==> src/rtl/uart_rdy_pkg.sv <==
package uart_rdy_pkg;
    localparam int FIFO_DEPTH = 32;
    localparam int CNT_W      = $clog2(FIFO_DEPTH + 1);
    localparam int EN_BIT     = 0;
    localparam int BLK_BIT    = 3;
    localparam logic [7:0] DEV_ID  = 8'h04;
    localparam logic [7:0] DEV_REV = 8'h01;

    typedef enum logic [1:0] {
        MODE_BYTE   = 2'd0,
        MODE_SINGLE = 2'd1,
        MODE_BLOCK  = 2'd2
    } rdy_mode_e;

    typedef struct packed {
        logic [CNT_W-1:0] count;
        logic [CNT_W-1:0] trig;
        logic             tmo;
    } rx_view_t;

    function automatic rdy_mode_e decode_mode(input logic [7:0] ctl);
        if (!ctl[EN_BIT])
            return MODE_BYTE;
        else if (ctl[BLK_BIT])
            return MODE_BLOCK;
        else
            return MODE_SINGLE;
    endfunction
endpackage

==> src/rtl/rdy_rx.sv <==
module rdy_rx
    import uart_rdy_pkg::*;
(
    input  logic      clk,
    input  logic      rst,
    input  rdy_mode_e mode,
    input  rx_view_t  rx,
    output logic      rxrdy_n
);
    logic rx_n_q, rx_n_d;
    logic in_blk_q;
    logic empty, reached;

    assign empty   = (rx.count == '0);
    assign reached = (rx.count >= rx.trig) || rx.tmo;

    always_comb begin
        rx_n_d = rx_n_q;
        unique case (mode)
            MODE_BLOCK: begin
                if (empty)
                    rx_n_d = 1'b1;
                else if (reached)
                    rx_n_d = 1'b0;
                else if (!in_blk_q)
                    rx_n_d = 1'b1;
            end
            default: rx_n_d = empty;
        endcase
    end

    always_ff @(posedge clk) begin
        if (rst) begin
            rx_n_q   <= 1'b1;
            in_blk_q <= 1'b0;
        end else begin
            rx_n_q   <= rx_n_d;
            in_blk_q <= (mode == MODE_BLOCK);
        end
    end

    assign rxrdy_n = rx_n_q;

    AST_RX_EMPTY_RELEASE: assert property (@(posedge clk) disable iff (rst)
        (rx.count == '0) |=> rxrdy_n);
    AST_RX_TRIG_ASSERT: assert property (@(posedge clk) disable iff (rst)
        (mode == MODE_BLOCK && rx.count != '0 && rx.count >= rx.trig) |=> !rxrdy_n);
    AST_RX_HOLD: assert property (@(posedge clk) disable iff (rst)
        (mode == MODE_BLOCK && in_blk_q && rx.count != '0 && rx.count < rx.trig && !rx.tmo)
        |=> (rxrdy_n == $past(rxrdy_n)));
    AST_RX_ENTRY_CLEAN: assert property (@(posedge clk) disable iff (rst)
        (mode == MODE_BLOCK && !in_blk_q && rx.count < rx.trig && !rx.tmo) |=> rxrdy_n);
    AST_RX_SIMPLE: assert property (@(posedge clk) disable iff (rst)
        (mode != MODE_BLOCK && rx.count != '0) |=> !rxrdy_n);
endmodule

==> src/rtl/rdy_tx.sv <==
module rdy_tx
    import uart_rdy_pkg::*;
#(
    parameter int DEPTH = FIFO_DEPTH,
    localparam int CW   = $clog2(DEPTH + 1)
) (
    input  logic          clk,
    input  logic          rst,
    input  rdy_mode_e     mode,
    input  logic [CW-1:0] count,
    output logic          txrdy_n
);
    logic tx_n_q, tx_n_d;

    always_comb begin
        if (mode == MODE_BLOCK)
            tx_n_d = (count >= CW'(DEPTH));
        else
            tx_n_d = (count != '0);
    end

    always_ff @(posedge clk) begin
        if (rst) tx_n_q <= 1'b0;
        else     tx_n_q <= tx_n_d;
    end

    assign txrdy_n = tx_n_q;

    AST_TX_FULL: assert property (@(posedge clk) disable iff (rst)
        (mode == MODE_BLOCK && count == CW'(DEPTH)) |=> txrdy_n);
    AST_TX_ROOM: assert property (@(posedge clk) disable iff (rst)
        (mode == MODE_BLOCK && count < CW'(DEPTH)) |=> !txrdy_n);
    AST_TX_SINGLE: assert property (@(posedge clk) disable iff (rst)
        (mode != MODE_BLOCK && count != '0) |=> txrdy_n);
endmodule

==> src/rtl/id_readback.sv <==
module id_readback
    import uart_rdy_pkg::*;
(
    input  logic       clk,
    input  logic       rst,
    input  logic [7:0] div_lo,
    input  logic [7:0] div_hi,
    input  logic       hi_sel,
    output logic [7:0] rd_data
);
    logic [7:0] rd_q, rd_d;
    logic       id_window;

    assign id_window = (div_lo == 8'h00) && (div_hi == 8'h00);

    always_comb begin
        if (id_window) rd_d = hi_sel ? DEV_ID : DEV_REV;
        else           rd_d = hi_sel ? div_hi : div_lo;
    end

    always_ff @(posedge clk) begin
        if (rst) rd_q <= 8'h00;
        else     rd_q <= rd_d;
    end

    assign rd_data = rd_q;

    AST_ID_READ: assert property (@(posedge clk) disable iff (rst)
        (div_lo == 8'h00 && div_hi == 8'h00 && hi_sel) |=> (rd_data == 8'h04));
    AST_LATCH_READ: assert property (@(posedge clk) disable iff (rst)
        (div_hi != 8'h00 && hi_sel) |=> (rd_data == $past(div_hi)));
endmodule

==> src/rtl/uart_rdy_sig.sv <==
module uart_rdy_sig
    import uart_rdy_pkg::*;
#(
    parameter int DEPTH = FIFO_DEPTH,
    localparam int CW   = $clog2(DEPTH + 1)
) (
    input  logic          clk,
    input  logic          rst,
    input  logic [7:0]    ctl_byte,
    input  logic [CW-1:0] rx_trig,
    input  logic          rx_tmo,
    input  logic [CW-1:0] rx_count,
    input  logic [CW-1:0] tx_count,
    input  logic [7:0]    div_lo,
    input  logic [7:0]    div_hi,
    input  logic          rd_hi_sel,
    output logic          rxrdy_n,
    output logic          txrdy_n,
    output logic [7:0]    rd_data
);
    rdy_mode_e mode;
    rx_view_t  rx_view;

    assign mode = decode_mode(ctl_byte);
    assign rx_view.count = CNT_W'(rx_count);
    assign rx_view.trig  = CNT_W'(rx_trig);
    assign rx_view.tmo   = rx_tmo;

    rdy_rx u_rx (
        .clk(clk), .rst(rst), .mode(mode), .rx(rx_view), .rxrdy_n(rxrdy_n)
    );

    rdy_tx #(.DEPTH(DEPTH)) u_tx (
        .clk(clk), .rst(rst), .mode(mode), .count(tx_count), .txrdy_n(txrdy_n)
    );

    id_readback u_id (
        .clk(clk), .rst(rst), .div_lo(div_lo), .div_hi(div_hi),
        .hi_sel(rd_hi_sel), .rd_data(rd_data)
    );

    AST_RESET_STATE: assert property (@(posedge clk)
        rst |=> (rxrdy_n && !txrdy_n && rd_data == 8'h00));
    AST_BIT3_IGNORED: assert property (@(posedge clk) disable iff (rst)
        (!ctl_byte[0] && rx_count == '0 && tx_count == '0) |=> (rxrdy_n && !txrdy_n));
endmodule

==> config.mk <==
export PLATFORM = sky130hd
export DESIGN_NAME = uart_rdy_sig
export DESIGN_NICKNAME = d
export VERILOG_FILES = /design/src/rtl/uart_rdy_pkg.sv /design/src/rtl/rdy_rx.sv /design/src/rtl/rdy_tx.sv /design/src/rtl/id_readback.sv /design/src/rtl/uart_rdy_sig.sv
export SDC_FILE = /design/constraint.sdc
export NUM_CORES = 1
export LEC_CHECK = 0
export ABC_AREA = 0
export ABC_CLOCK_PERIOD_IN_PS = 2000
export BUFFER_PORTS_ARGS = -buffer_cell sky130_fd_sc_hd__buf_2
export CAP_MARGIN = 10
export CORE_MARGIN = 3
export CORE_UTILIZATION = 37
export DETAILED_ROUTE_END_ITERATION = 8
export PLACE_DENSITY = 0.81
export SYNTH_ARGS = -nofsm -noshare
export SYNTH_HDL_FRONTEND = slang
export SYNTH_SLANG_ARGS = --single-unit
==> constraint.sdc <==
create_clock -name clk -period 2 [get_ports clk]
set_input_delay 0.2 -clock clk [delete_from_list [all_inputs] [get_ports clk]]
set_output_delay 0.2 -clock clk [all_outputs]
set_load 0.02 [all_outputs]
==> flow_summary.toml, run 1 <==
[run_status]
outcome = "complete, no violations"

[timing]
finalCritPeriodShare = 0.4850
setup_viol = 0
tightest_slew_ps = 311.6
final_max_slew_viol_count = 0
min_period_ps = 969.9
hold_violations = 0
clock_skew_ps = 1.121
setup_tns_ps = 0
max_freq_mhz = 1031
rsz0062_at_grt = "no"
slew_headroom = 0.7923

[cts]
clock_latency_ps = 260
clk_pin_slew_ps = 70
h-tree-depth = 1
post_cts_resized = 0
cts_sinks = 11
cts_buffers = 3
cts_tree = "done"
post_cts_buffers = 0
cts-hold-fix-buffers = 0
cts_buffer_depth = 2
cts-root-buf = "clkbuf_4"

[placement]
gp_congestion = 0.7389
portBuffers = 49
place_inst = 132
hpwl_mm = 1.385

[floorplan]
rows = 13
io_pins = 56
die_area_sq_um = 2096
design.core.area_sq_um = 1399
initial_core_util = 0.4186
fp.dieW_um = 45.78
die_h_um = 45.78

[setup_path]
worstSetupPathType = "in2reg"
crit_arrival_ps = 1120
required_ps = 2150
path_max_fanout = 3
cp-start-kind = "input pin"
cp-end-kind = "register"

[power_and_ir_drop]
comb_power_share = 0.253
peakVddDrop_mv = 0.3744
sw_frac_of_total = 0.2737
pwr-share-seq = 0.462
p_clk_frac = 0.284
netSwitchingPower_mw = 0.1400
pwr_density_cell_nw_per_um2 = 587.2
power.internal_mw = 0.3714
p_leak_nw = 0.4902

[global_routing]
grt_pass1_wl_mm = 2.346
grt_max_degree = 11
busiest_layer = "met2"
groute.usage.overall = 0.1578
grt_pass1_vias = 587
grt.met2_usage = 0.2897
met3_usage = 0.05929
grt_remaining_overflow = 0
met1_usage = 0.1551
antenna_found_initial = 0

[flow_run]
maxCapViolCount = 0

[route]
avgRoutedWirePerCell_um = 11.72
viasPerCell = 5.125
num_vias = 697
drt_wl_total_mm = 1.594
ant_nets = 0
dr.pass1.iters = 4
drcViolationCount = 0
drt_iter0_drc = 9

[min_path]
hp-class = "in2reg"

[synth]
syn_nets = 121
yosys.area_share.adder = 0.1282
syn_inst = 69
synth-simple-area-share = 0.2415
synth-seq-cells = 11
synth_compound_area_frac = 0.08547
synthTopCellsByArea = "dfxtp_1 38%, ha_1 13%, mux2i_1 10%"
yosysSeqAreaShare = 0.3761
yosysWarnings = 0
synthDistinctLibCells = 19
syn-cell-area_sq_um = 585.6
yosys.area_share.xor_xnor = 0
synth_top_area_cell = "dfxtp_1"
syn_area_per_cell_sq_um = 8.486
synth_top_cell_area_share = 0.3761
synth_mux_area_frac = 0.1026
synth_top_family_by_area = "simple AND/OR/NAND/NOR gates"

[final_layout]
syn_to_final_growth_pct = 48.72
drive_gt1_frac = 0.4380
layoutNonFillerInstCount = 136
nets = 174
multiInputGateArea_sq_um = 326.6
seq_area_sq_um = 220.2
n_antenna_cell = 0
fill_cells = 131
==> cell usage after synthesis <==
master and instances:
nand4_1 1, nand2b_1 2, mux2i_1 6, nor3_1 1, dfxtp_1 11, inv_1 9
nand2_1 2, a311oi_1 1, nand3_1 3, nand4b_1 1, a22oi_1 1, a221oi_1 1
nor2_1 13, nor4_2 1, o21ai_0 1, a21oi_1 4, nor4_1 4, ha_1 6
buf_2 1
==> per-layer routing <==
| layer | up-vias | routed length (um) |
|---|---|---|
| met2 | 32 | 887 |
| li1 | 348 | - |
| met3 | 4 | 138 |
| met4 | 0 | 17 |
| met1 | 313 | 550 |
| met5 | - | 0 |
==> final timing paths <==
check | to | cells past startpoint | startpoint | slack, ps
max | u_id.rd_data[0] | 4 | div_lo[7] | 1030
min | u_tx.txrdy_n | 3 | tx_count[5] | 150
max reg2reg | u_rx.rxrdy_n | 4 | u_rx.rxrdy_n | 1180
min reg2reg | u_rx.rxrdy_n | 3 | u_rx.in_blk_q | 570
==> per-stage QoR <==
step,util,power [mW],instance area [sq um],worst slack [ps],hold WS (ps)
finish,0.6225,0.5114,870.8,1030,145.7
global route,0.6225,0.5501,870.8,950.5,127.0
CTS,0.6225,0.5193,870.8,1047,139.0
detailed placement,0.6038,0.3717,844.6,791.9,420.4
global placement,0.6038,0.3660,844.6,785.4,409.4
floorplan,-,0.3050,585.6,1021,272.1
==> critical path, stage by stage <==
cell and delay [ps]:
buf_2 110, nor4_1 280, nand4_1 190, a221oi_1 340
==> area by class of cell <==
class	count	area share
multi-input cells	48	0.3750
inverters	9	0.03879
flip-flops and latches	11	0.2529
clock buffers	4	0.03017
well taps	15	0.02155
repair buffers	49	0.2816
==> registers in the layout, indices dropped and copies added (netlist names) <==
name,cells
u_id.rd_data,8
u_rx.in_blk_q,1
u_rx.rxrdy_n,1
u_tx.txrdy_n,1
==> cells in the final DEF (no fill, tap or decap) <==
master,n
buf_2,49
nor2_1,13
dfxtp_1,11
inv_1,9
mux2i_1,6
ha_1,6
a21oi_1,4
nor4_1,4
nand3_1,3
clkbuf_4,3
nand2b_1,2
nand2_1,2
a22oi_1,1
nand4b_1,1
o21ai_0,1
nor4_2,1
nand4_1,1
a311oi_1,1
a221oi_1,1
nor3_1,1
clkbuf_1,1
==> cells by family (layout without fill, tap and decap cells) <==
family	Yosys count	count (layout)
AND/OR/NAND/NOR	28	28
flip-flops	11	11
buffers and inverters	10	62
AO/OA/AOI/OAI	8	8
adder cells (fa/ha/maj)	6	6
multiplexers	6	6
==> power by group through the flow <==
| stage | registers, mW | clock network [mW] | logic (mW) |
|---|---|---|---|
| final | 0.236 | 0.145 | 0.130 |
| after global routing | 0.237 | 0.168 | 0.144 |
| after CTS | 0.237 | 0.152 | 0.130 |
| after detailed placement | 0.242 | 0 | 0.130 |
| after global placement | 0.241 | 0 | 0.125 |
| after floorplan | 0.260 | 0 | 0.0448 |
No activity file was read; power rests on OpenSTA's default activity.
==> run 2, diff against run 1 <==
--- a/config.mk
+++ b/config.mk
@@ -6,13 +6,13 @@
 export NUM_CORES = 1
 export LEC_CHECK = 0
 export ABC_AREA = 0
-export ABC_CLOCK_PERIOD_IN_PS = 2000
+export ABC_CLOCK_PERIOD_IN_PS = 850
 export BUFFER_PORTS_ARGS = -buffer_cell sky130_fd_sc_hd__buf_2
 export CAP_MARGIN = 10
 export CORE_MARGIN = 3
-export CORE_UTILIZATION = 37
+export CORE_UTILIZATION = 31
 export DETAILED_ROUTE_END_ITERATION = 8
-export PLACE_DENSITY = 0.81
+export PLACE_DENSITY = 0.73
 export SYNTH_ARGS = -nofsm -noshare
 export SYNTH_HDL_FRONTEND = slang
 export SYNTH_SLANG_ARGS = --single-unit
==> constraint.sdc (replaced) <==
create_clock -name clk -period 0.85 [get_ports clk]
set_input_delay 0.085 -clock clk [delete_from_list [all_inputs] [get_ports clk]]
set_output_delay 0.085 -clock clk [all_outputs]
set_load 0.02 [all_outputs]
==> flow_summary.toml, run 2 (synthesis gave the netlist of run 1 again) <==
[cts]
post_cts_buffers = 0
clock_latency_ps = 260
h-tree-depth = 1
cts_buffers = 3
clk_pin_slew_ps = 70
cts_tree = "done"
cts-root-buf = "clkbuf_4"
cts_sinks = 11
cts_buffer_depth = 2

[final_layout]
syn_to_final_growth_pct = 70.09
largest_register_ffs = 8
n_antenna_cell = 0
nets = 179
drive_gt1_frac = 0.5238
layout_commonest_cell = "buf_2"
final_cell_mix = "43 x buf_2, 13 x nor2_1, 10 x dfxtp_1"
post-route-util = 0.5645
layoutNonFillerInstCount = 151

[route]
top_layer_used = "met4"
viasPerCell = 4.570
avgRoutedWirePerCell_um = 10.72
drt_wl_total_mm = 1.618
drt_iter0_drc = 5
ant_nets = 0
dr.pass1.iters = 4
wl_met1_um = 527
dr_wl_met3_um = 184
num_vias = 690
drcViolationCount = 0
wl_met2_um = 889

[timing]
hold_violations = 0
setup_viol = 0
tightest_slew_ps = 238.9
slew_headroom = 0.8407
clock_skew_ps = 6.181
finalCritPeriodShare = 0.9751
min_period_ps = 828.8
rsz0062_at_grt = "yes"
final_max_slew_viol_count = 0
setup_slack_ps = 21.16
max_freq_mhz = 1207

[setup_path]
crit_arrival_ps = 740
cp_top_family = "flip-flops"
rr_worst_depth = 4
path_max_fanout = 2
critPathSlowestCell = "dfxtp_2"
worstSetupPathType = "reg2out"
regToRegStartpoint = "u_rx.rxrdy_n"
cp-start-kind = "register"
slowest_delay_ps = 330
required_ps = 760
crit_buf_inv = 1
crit_chain = "buf_2"
r2r_slack_ps = 70
cp-end-kind = "output port"
rr_endpoint = "u_rx.rxrdy_n"

[power_and_ir_drop]
pwr_density_cell_nw_per_um2 = 1258
peakVddDrop_mv = 0.7186
p_leak_nw = 0.5242

[placement]
gp_congestion = 0.7350
place_inst = 147
portBuffers = 49
dp_slack_ps = -278.2
hpwl_mm = 1.312

[min_path]
hp-class = "in2reg"
hold_depth = 3
min_to = "u_tx.txrdy_n"
min_from = "tx_count[5]"

[global_routing]
grt_pass1_vias = 671
grt_remaining_overflow = 0
grt_max_degree = 11
groute.usage.overall = 0.1320
grt_pass1_wl_mm = 2.518
antenna_found_initial = 0

[floorplan]
io_pins = 56
initial_core_util = 0.3319
design.core.area_sq_um = 1764
die_h_um = 49.46
rows = 15
fp.dieW_um = 49.46
die_area_sq_um = 2446

[flow_run]
maxCapViolCount = 0

[run_status]
outcome = "complete, no violations"
==> run 2: changes by cell type in the layout (fill, tap and decap cells not counted), moves of 2 or more <==
cell	before	now
nor4_1	4	1
buf_6	0	2
buf_4	0	9
nor4_2	1	3
buf_2	49	43
==> run 2: how the worst max path moves through the flow <==
stage                          startpoint              end  slack, ps  cells past startpoint
after floorplan              u_rx.rxrdy_n     u_rx.rxrdy_n          3                      4
after global placement          div_lo[7]  u_id.rd_data[0]       -230                      4
after detailed placement        div_hi[3]  u_id.rd_data[1]       -280                      5
after CTS                 u_id.rd_data[7]       rd_data[7]          3                      1
after global routing         u_rx.rxrdy_n     u_rx.rxrdy_n        -30                      4
final                        u_rx.rxrdy_n          rxrdy_n         20                      1
==> run 2: where the power goes <==
part | total (mW) | leakage [nW] | internal, mW | switching [mW]
sequential | 0.561 | 0.0918 | 0.550 | 0.0105
combinational | 0.355 | 0.417 | 0.180 | 0.175
clock | 0.337 | 0.0150 | 0.181 | 0.156
==> run 2: cell type report <==
cell class                 instances  area (sq um)
fill                             186         768.2
clock buffer                       4         26.28
multi-input combinational         48         377.9
sequential                        11         221.5
timing repair buffer              54         305.3
tap                               25         31.28
inverter                           9         33.78
==> run 2: per-layer routing <==
metal	vias to the layer above	GRT usage
met4	0	0.06912
met2	40	0.2589
li1	353	-
met1	295	0.1283
met3	2	0.02417
met5	-	0
==> run 2: per-stage QoR <==
stage                     power [mW]  area, sq um  hold slack (ps)  TNS, ps
after floorplan               0.7223        599.3            157.1        0
after global placement        0.8865        908.4            292.5    -1892
after detailed placement      0.8941        908.4            313.9    -2325
after CTS                      1.243        940.9            35.58        0
after global routing           1.340        996.0            42.44   -75.25
final                          1.253        996.0            39.64        0
==> run 2: repair_timing <==
item / 4_1_cts / 5_1_grt
hold buffers: 0 / 0
gates resized for setup: 2 / 13
endpoints found under the hold margin: 0 / 0
pin swaps: 0 / 11
setup endpoints to repair: 3 / 12
==> run 2: worst min-delay path, stage by stage <==
cell	delay, ps
buf_2	80
a21oi_1	30
nor2_1	70
